<file path="config.mk">
export PLATFORM = sky130hd
export DESIGN_NAME = ep_dbuf_ctrl
export DESIGN_NICKNAME = d
export VERILOG_FILES = /design/src/rtl/ep_dbuf_pkg.sv /design/src/rtl/ep_dbuf_regs.sv /design/src/rtl/ep_dbuf_pingpong.sv /design/src/rtl/ep_dbuf_irq.sv /design/src/rtl/ep_dbuf_ctrl.sv
export SDC_FILE = /design/constraint.sdc
export NUM_CORES = 1
export LEC_CHECK = 0
export BUFFER_PORTS_ARGS = -buffer_cell sky130_fd_sc_hd__buf_2
export CORE_ASPECT_RATIO = 1.1
export CORE_MARGIN = 5
export CORE_UTILIZATION = 41
export DETAILED_ROUTE_END_ITERATION = 8
export HOLD_SLACK_MARGIN = 0.08
export PLACE_DENSITY_LB_ADDON = 0.12
export SETUP_SLACK_MARGIN = 0.05
export SYNTH_ARGS = -nofsm -noshare
export SYNTH_HDL_FRONTEND = slang
export SYNTH_SLANG_ARGS = --single-unit
</file>
<file path="constraint.sdc">
create_clock -name clk_i -period 1.3 [get_ports clk_i]
set_input_delay 0.26 -clock clk_i [delete_from_list [all_inputs] [get_ports clk_i]]
set_output_delay 0.26 -clock clk_i [all_outputs]
set_load 0.02 [all_outputs]
</file>
<file path="src/rtl/ep_dbuf_pkg.sv">
package ep_dbuf_pkg;
  localparam int unsigned REG_W    = 8;
  localparam int unsigned F_REQ    = 0;
  localparam int unsigned F_SPK    = 1;
  localparam int unsigned F_BUSY   = 2;
  localparam int unsigned F_INIT   = 3;
  localparam int unsigned F_REQ_IE = 4;
  localparam int unsigned F_SPK_IE = 5;

  typedef struct packed {
    logic req;
    logic spk;
    logic busy;
    logic init;
    logic req_ie;
    logic spk_ie;
  } ep_flags_t;
endpackage

</file>
<file path="src/rtl/ep_dbuf_regs.sv">
module ep_dbuf_regs
  import ep_dbuf_pkg::*;
(
  input  logic             clk_i,
  input  logic             rst_ni,
  input  logic             ctrl_rst_i,
  input  logic             reg_wr_i,
  input  logic [REG_W-1:0] reg_wdata_i,
  input  logic             host_done_i,
  input  logic             host_short_i,
  input  logic             host_busy_i,
  input  logic             dir_rise_i,
  output ep_flags_t        flags_o,
  output logic             init_eff_o,
  output logic             swap_o
);
  ep_flags_t f_q;

  // init acts only when host side is idle; otherwise it stays pending
  assign init_eff_o = f_q.init & ~host_busy_i;
  assign swap_o     = reg_wr_i & ~reg_wdata_i[F_REQ] & f_q.req & ~init_eff_o;
  assign flags_o    = f_q;

  always_ff @(posedge clk_i or negedge rst_ni) begin
    if (!rst_ni) begin
      f_q      <= '0;
      f_q.init <= 1'b1;
    end else begin
      f_q.busy <= host_busy_i;

      if (ctrl_rst_i)    f_q.init <= 1'b1;
      else if (reg_wr_i) f_q.init <= reg_wdata_i[F_INIT];

      if (reg_wr_i) begin
        f_q.req_ie <= reg_wdata_i[F_REQ_IE];
        f_q.spk_ie <= reg_wdata_i[F_SPK_IE];
      end

      if (init_eff_o)                     f_q.req <= 1'b0;
      else if (host_done_i || dir_rise_i) f_q.req <= 1'b1;
      else if (swap_o)                    f_q.req <= 1'b0;

      if (init_eff_o)                          f_q.spk <= 1'b0;
      else if (host_done_i && host_short_i)    f_q.spk <= 1'b1;
      else if (reg_wr_i && !reg_wdata_i[F_SPK]) f_q.spk <= 1'b0;
    end
  end
endmodule

</file>
<file path="src/rtl/ep_dbuf_pingpong.sv">
module ep_dbuf_pingpong #(
  parameter int unsigned MAX_PKT = 64,
  localparam int unsigned CNT_W  = $clog2(MAX_PKT + 1)
) (
  input  logic             clk_i,
  input  logic             rst_ni,
  input  logic             init_i,
  input  logic             swap_i,
  input  logic             dir_in_i,
  input  logic             cpu_wr_i,
  output logic             cpu_buf_o,
  output logic [CNT_W-1:0] cpu_cnt_o,
  output logic             commit_o,
  output logic [CNT_W-1:0] commit_len_o,
  output logic             zlp_o
);
  localparam logic [CNT_W-1:0] CNT_MAX = CNT_W'(MAX_PKT);

  logic             buf_q;
  logic [CNT_W-1:0] cnt_q;

  assign cpu_buf_o = buf_q;
  assign cpu_cnt_o = cnt_q;

  always_ff @(posedge clk_i or negedge rst_ni) begin
    if (!rst_ni) begin
      buf_q        <= 1'b0;
      cnt_q        <= '0;
      commit_o     <= 1'b0;
      commit_len_o <= '0;
      zlp_o        <= 1'b0;
    end else begin
      commit_o <= 1'b0;
      zlp_o    <= 1'b0;
      if (init_i) begin
        buf_q <= 1'b0;
        cnt_q <= '0;
      end else if (swap_i) begin
        buf_q <= ~buf_q;
        cnt_q <= '0;
        if (dir_in_i) begin
          commit_o     <= 1'b1;
          commit_len_o <= cnt_q;
          zlp_o        <= (cnt_q == '0);
        end
      end else if (cpu_wr_i && cnt_q != CNT_MAX) begin
        cnt_q <= cnt_q + 1'b1;
      end
    end
  end
endmodule

</file>
<file path="src/rtl/ep_dbuf_irq.sv">
module ep_dbuf_irq
  import ep_dbuf_pkg::*;
(
  input  ep_flags_t flags_i,
  input  logic      dma_mode_i,
  output logic      irq_o
);
  localparam int unsigned N_SRC = 2;
  logic [N_SRC-1:0] src;
  logic [N_SRC-1:0] en;

  assign src = {flags_i.spk, flags_i.req};
  assign en  = {flags_i.spk_ie, flags_i.req_ie & ~dma_mode_i};

  logic [N_SRC-1:0] hit;
  for (genvar i = 0; i < N_SRC; i++) begin : g_src
    assign hit[i] = src[i] & en[i];
  end
  assign irq_o = |hit;
endmodule

</file>
<file path="src/rtl/ep_dbuf_ctrl.sv">
module ep_dbuf_ctrl
  import ep_dbuf_pkg::*;
#(
  parameter int unsigned MAX_PKT = 64,
  localparam int unsigned CNT_W  = $clog2(MAX_PKT + 1)
) (
  input  logic             clk_i,
  input  logic             rst_ni,
  input  logic             ctrl_rst_i,
  input  logic             dir_in_i,
  input  logic             dma_mode_i,
  input  logic             reg_wr_i,
  input  logic [7:0]       reg_wdata_i,
  output logic [7:0]       reg_rdata_o,
  input  logic             cpu_wr_i,
  input  logic             host_done_i,
  input  logic [CNT_W-1:0] host_cnt_i,
  input  logic             host_busy_i,
  output logic             cpu_buf_o,
  output logic             host_buf_o,
  output logic [CNT_W-1:0] cpu_cnt_o,
  output logic             commit_o,
  output logic [CNT_W-1:0] commit_len_o,
  output logic             zlp_o,
  output logic             irq_o
);
  ep_flags_t flags;
  logic      init_eff, swap, dir_q, dir_rise, host_short;

  always_ff @(posedge clk_i or negedge rst_ni) begin
    if (!rst_ni) dir_q <= 1'b0;
    else         dir_q <= dir_in_i;
  end
  assign dir_rise   = dir_in_i & ~dir_q;
  assign host_short = host_cnt_i < CNT_W'(MAX_PKT);

  ep_dbuf_regs u_regs (
    .clk_i, .rst_ni, .ctrl_rst_i, .reg_wr_i, .reg_wdata_i, .host_done_i,
    .host_short_i (host_short),
    .host_busy_i,
    .dir_rise_i   (dir_rise),
    .flags_o      (flags),
    .init_eff_o   (init_eff),
    .swap_o       (swap)
  );

  ep_dbuf_pingpong #(.MAX_PKT(MAX_PKT)) u_pp (
    .clk_i, .rst_ni,
    .init_i   (init_eff),
    .swap_i   (swap),
    .dir_in_i, .cpu_wr_i, .cpu_buf_o, .cpu_cnt_o, .commit_o, .commit_len_o, .zlp_o
  );

  ep_dbuf_irq u_irq (.flags_i(flags), .dma_mode_i, .irq_o);

  assign host_buf_o = ~cpu_buf_o;

  always_comb begin
    reg_rdata_o           = '0;
    reg_rdata_o[F_REQ]    = flags.req;
    reg_rdata_o[F_SPK]    = flags.spk;
    reg_rdata_o[F_BUSY]   = flags.busy;
    reg_rdata_o[F_INIT]   = flags.init;
    reg_rdata_o[F_REQ_IE] = flags.req_ie;
    reg_rdata_o[F_SPK_IE] = flags.spk_ie;
  end
endmodule

</file>
After elaboration in Yosys (flattened, before gate mapping)

Cells that the tools add are included.

Flip-flop bits (word level): 24
Bits in latches: 0
RAM bits: 0
ROM bits: 0
Bits of input ports: 24
Output and inout port bits: 27
Word-level logic and storage cells: 61
Memories: 0

$add $sub $neg: 1
Multiply operators: 0
Div/mod/pow operators: 0
Order comparisons: 1
Eq/ne operators: 1
Shift-type cells: 0
Muxes and demuxes: 19
Bitwise gates (word level): 14
Reduce and logical (&&, ||, !) cells: 13

Operators with widths:

| kind                  | count |
|---|---|
| $mux W7               | 3 |
| $mux W1               | 16 |
| $reduce_bool A3 Y1    | 3 |
| $and A1 B1 Y1         | 8 |
| $add A7 B1 Y7 const B | 1 |
| $logic_not A7 Y1      | 1 |
| $lt A7 B7 Y1 const B  | 1 |
| $ne A7 B7 Y1 const B  | 1 |
| $not A1 Y1            | 6 |
| $reduce_bool A2 Y1    | 2 |
| $logic_and A1 B1 Y1   | 3 |
| $reduce_and A3 Y1     | 1 |
| $reduce_or A2 Y1      | 1 |
| $logic_not A1 Y1      | 1 |
| $logic_or A1 B1 Y1    | 1 |

Depth between registers and ports, before layout

Depth in word-level cells: 7
Gate-level depth with buffers: 4
Mapped depth without buffers: 4

By module

From an unflattened synthesis, not the netlist that was laid out.

Cells, all modules: 96
Area total of the unflattened synthesis: 1077.3 sq um

Modules (own cells, without submodules):

| module           | instances | cells each | area each (sq um) | seq. area each (sq um) |
|---|---|---|---|---|
| ep_dbuf_pingpong | 1         | 67         | 750.7             | 425.4 |
| ep_dbuf_regs     | 1         | 19         | 245.2             | 151.4 |
| ep_dbuf_ctrl     | 1         | 7          | 65.1              | 25.0 |
| ep_dbuf_irq      | 1         | 3          | 16.3              | 0.0 |

Worst setup path before layout

No wires, ideal clock.

Kind: register to register
Start: register u_regs.f_q (netlist bit u_regs.flags_o[5])
End: register u_pp.commit_len_o[0]
Library setup time: 0.125 ns
Data arrival time: 1.446 ns
Data required time: 1.175 ns
Slack: -0.271 ns
Cell stages (with the launch flop): 5
Path buffers: 1
Clock period less this slack: 1.571 ns
Path through: dfrtp_1 nand3b_4 or3b_1 buf_6 mux2_4

Word-level cells in the longest chain between the ends: 3

Ends and longest elaborated chain:

| what                        | line                   | text |
|---|---|---|
| from (decl)                 | ep_dbuf_regs.sv:17     | `ep_flags_t f_q;` |
| $and A1 B1 Y1 (2 in series) | ep_dbuf_regs.sv:21     | `assign swap_o = reg_wr_i & ~reg_wdata_i[F_REQ] & f_q.req & ~init_eff_o;` |
| $reduce_and A3 Y1 (no line) | n/a                    |  |
| to (signal assigned)        | ep_dbuf_pingpong.sv:43 | `commit_len_o <= cnt_q;` |
| to (decl)                   | ep_dbuf_pingpong.sv:14 | `output logic [CNT_W-1:0] commit_len_o,` |

Every way passes these cells.
A chain may end at the register's enable or synchronous reset.

Worst setup path after layout

Same ends and word-level chain as after synthesis.

==> summary.md <==
The xor and xnor area share after synthesis is 2.39%. The placed instances occupy a cell area of 1460 um^2. The buffer and inverter count on the worst path came out at 2. The run finished, with violations left. The unique cell type count in the Yosys netlist is 30. Internal power comes to 0.00119 W. Summing every instance area after synthesis gives 1100 um^2.

In the routed design, unresolved DRC markers number 0. The portion of synthesized area spent on multiplexers is 13.4%. In this run the count of I/O pins placed on the die edge is 51. Counting along the longest clock path gives a buffer depth of 2. The floorplan step defined a die boundary enclosing 3820 um^2. Of the total synthesized cell area, the portion taken by full adders, half adders and majority gates is 2.28%. The run gives 1.89 mm as the HPWL reported at the end of detailed placement. Max-cap violations in this run came to 0. The vertical die dimension was 64.3 um. After synthesis, the largest family of logic cells by area is simple AND/OR/NAND/NOR gates. The number of cells on the worst hold path is 2.

The worst hold path belongs to the class input pin to flop. The number of inserted filler cells in the final layout came out at 186. During synthesis, Yosys emitted a total of 0 warnings. In this run switching power makes up 28.9% of total power. The first detailed-routing pass ran for 4 iterations. Among cell families on the critical path, the largest total delay comes from simple AND/OR/NAND/NOR gates.

The number of cells on the worst reg-to-reg path is 5. The mean area per synthesized cell works out to 12.1 um^2. After Yosys synthesis, and, or, nand and nor cells account for 14.0% of the synthesized area. Number of antenna violations at the first check in global routing: 0. The count of nets left with antenna violations once routing finished came out at 0. The number of storage elements in the synthesis netlist was 24.

The first global-routing pass estimated 4.52 mm of wire. In the final layout, the multi-input gates occupy 498 um^2. Compared with the post-synthesis result, the final layout area differs by 54.7%.

The slowest stage of the critical path is the sky130_fd_sc_hd__dfrtp_2 cell. In the finished design, the share of the clock period the worst path needs comes to 116%. Standard cell core area: 2540 um^2. The area taken by flip-flops and latches was 609 um^2; the worst-margin pin slew was 0.534 ns. Post-synthesis compound-gate area fraction: 7.74%.

After technology mapping, the gate count stands at 91. In this run, the clock network consumes 23.3% of the power. For the worst setup path, the data arrival time is 1.72 ns.

The pin count of the biggest net entering global routing was 25. The final number of max-transition violations came out at 0. The nature of the critical path startpoint is a flop. Counting buffers and inverters, the worst setup path is 5 cells deep. The highest net fanout along the worst path is 5, and the aggregate routed wire length is 2.62 mm.

For the finished layout, the period the worst path requires is 1.51 ns. The part of the power in registers is 50.7%, and the share of final-layout standard cells stronger than drive strength 1 is 59.9%. Across all layers, the routed design uses 928 vias. The final layout contains 184 nets. The clock arrives with 0.00226 ns of skew.

In this run, the number of DRC markers left after iteration 0 of detailed routing was 41. At the later pin of the worst-skew pair, clock insertion delay measures 0.31 ns. The relative contribution of combinational cells to total power is 26.0%.

STA classifies the critical path endpoint as a flop. Clock-pin slew was measured on the worst setup and hold paths at 0.13 ns. The count of flip-flops with a built-in enable after synthesis is 0, and the count of endpoints failing setup in the final report is 11. The fraction of registers with async set/reset works out to 100%. Count of inserted antenna diode cells: 0. Clock tree synthesis inserted a total of 3 buffers. TritonCTS built the clock tree. The H-tree depth reported by CTS is 1, and the total global-route track usage is 15.3%. At the worst endpoint, the required time is 1.51 ns. The tree is rooted in a sky130_fd_sc_hd__clkbuf_4. Class of the most critical setup path: flop to flop.

The via count of the first global-routing pass was 983; the initial standard-cell utilization of the core was 43.2%. The signal on the critical path passes through buf_4, nand3b_4, or3b_4, buf_6, mux2_4. Once placement completed, the tool counted placed cells totaling 173. Sequential cell area fraction in the yosys report: 54.7%. For this run, the leading register cell type out of synthesis is sky130_fd_sc_hd__dfrtp_1. The final hold violation count was 0; the count of placed standard cells in the final layout, fillers left out was 188. On the worst path, the slowest cell contributes a delay of 0.39 ns. In this run the power spent charging and discharging nets is 0.000484 W. IR analysis of the VDD net gives a maximum drop of 0.834 mV. The number of rows created at floorplan is 19, and the final global-route overflow total is 0. The total of buffers placed on input and output ports was 39. Using the TritonRoute via totals, the vias-per-cell ratio works out to 4.94. The maximum operating frequency came out at 0.661 GHz. Setup repair after global routing could not meet its margin everywhere. The tools report the placer congestion estimate as 0.809. In the layout the commonest cells are sky130_fd_sc_hd__buf_2 (29), sky130_fd_sc_hd__buf_6 (21), sky130_fd_sc_hd__dfrtp_1 (17), sky130_fd_sc_hd__buf_4 (13).

The most common cell after layout, fill and taps aside was sky130_fd_sc_hd__buf_2. In this run the horizontal extent of the chip is 59.4 um. The final reports fail on setup timing. The average wire length per cell after detail routing is 13.9 um, and the number of sinks handled by clock tree synthesis is 24.

The worst path setup slack after routing came out at -0.212 ns. The design area was 1700 um^2; the leakage dissipation was 0.906 nW. The worst pin sits at a relative slew slack of 64.4%. The power density over the cells is 984 nW/um^2.
==> cell usage after synthesis (2+ instances only) <==
library cell / number / area [um^2]
sky130_fd_sc_hd__nor2_1: 3 / 11.3
sky130_fd_sc_hd__o21ai_0: 4 / 20.0
sky130_fd_sc_hd__nand2b_1: 2 / 12.5
sky130_fd_sc_hd__mux2_4: 7 / 105
sky130_fd_sc_hd__nand3_1: 6 / 30.0
sky130_fd_sc_hd__ha_1: 2 / 25.0
sky130_fd_sc_hd__dfrtp_1: 23 / 576
sky130_fd_sc_hd__nand2_1: 4 / 15.0
sky130_fd_sc_hd__buf_4: 2 / 15.0
sky130_fd_sc_hd__mux2i_1: 2 / 20.0
sky130_fd_sc_hd__xor2_1: 2 / 17.5
sky130_fd_sc_hd__or3_1: 2 / 12.5
sky130_fd_sc_hd__mux2_2: 2 / 22.5
sky130_fd_sc_hd__a21oi_1: 6 / 30.0
sky130_fd_sc_hd__inv_1: 8 / 30.0
sky130_fd_sc_hd__nand4_1: 2 / 12.5
==> routing by layer <==
metal  global-route usage, %  vias to the layer above  part of all wire, %
li1                        -                      445                    -
met1                    19.1                      448                   41
met2                    25.4                       33                   51
met3                    2.82                        2                  7.3
met4                    5.95                        0                 0.73
met5                       0                        -                    0
==> power groups by stage <==
stage / Combinational [W] / Sequential, W / Clock (W)
global route: 0.000475 / 0.000859 / 0.000451
finish: 0.000436 / 0.000849 / 0.000390
CTS: 0.000409 / 0.000844 / 0.000410
floorplan: 0.000143 / 0.000927 / 0
global placement: 0.000367 / 0.000858 / 0
detailed placement: 0.000374 / 0.000861 / 0
==> worst reg2reg max path, cell delays in order, from the launching register on <==
cell                       delay (ns)
sky130_fd_sc_hd__dfrtp_2         0.39
sky130_fd_sc_hd__buf_4           0.12
sky130_fd_sc_hd__nand3b_4        0.07
sky130_fd_sc_hd__or3b_4          0.39
sky130_fd_sc_hd__buf_6           0.15
sky130_fd_sc_hd__mux2_4          0.29
==> path summary, 6_finish.rpt <==
path,from,endpoint,slack (ns)
max,u_regs.flags_o[5],u_pp.commit_len_o[0],-0.21
min,ctrl_rst_i,u_regs.flags_o[2],0.14
max reg2reg,u_regs.flags_o[5],u_pp.commit_len_o[0],-0.21
min reg2reg,u_pp.commit_len_o[4],u_pp.commit_len_o[4],0.52
max in group asynchronous,rst_ni,u_pp.cpu_cnt_o[2],0.46
min in group asynchronous,rst_ni,u_pp.commit_o,0.45
==> cell families (layout without fill, tap and decap cells) <==
group | after synthesis | in the layout
AND/OR/NAND/NOR | 25 | 25
flip-flops | 24 | 24
AO/OA/AOI/OAI | 14 | 14
multiplexers | 11 | 11
buffers and inverters | 11 | 76
XOR/XNOR | 3 | 3
adder cells (fa/ha/maj) | 2 | 2
other | 1 | 2
==> area by class of cell <==
type,count,share of cell area (%)
repair buffers,64,28.8
multi-input cells,57,29.3
inverters,8,1.76
flip-flops and latches,24,35.8
well taps,31,2.28
clock buffers,4,2.13
==> registers in the layout, indices dropped and copies added (netlist names) <==
| register | cells |
|---|---|
| u_pp.commit_len_o | 7 |
| u_pp.cpu_cnt_o | 7 |
| u_regs.flags_o | 6 |
| dir_q | 1 |
| u_pp.commit_o | 1 |
| u_pp.cpu_buf_o | 1 |
| u_pp.zlp_o | 1 |
==> per-stage QoR <==
step / total power (W) / setup TNS (ns) / hold slack [ns] / util, % / worst slack [ns]
floorplan: 0.00107 / -1.38 / -0.0356 / - / -0.187
global placement: 0.00122 / -1.22 / 0.273 / 57.5 / -0.167
detailed placement: 0.00124 / -1.23 / 0.277 / 57.5 / -0.174
CTS: 0.00166 / -1.61 / 0.129 / 63.7 / -0.197
global route: 0.00178 / -2.38 / 0.118 / 66.9 / -0.264
finish: 0.00168 / -1.73 / 0.138 / 66.9 / -0.212
==> repair_timing <==
item,in CTS,in global routing
endpoints found under the setup margin,16,27
resized for setup,20,22
cloned,0,1
setup buffers,7,2
endpoints found under the hold margin,23,0
pin swaps,1,5
hold buffers,1,0
(Power assumes the default switching activity.)
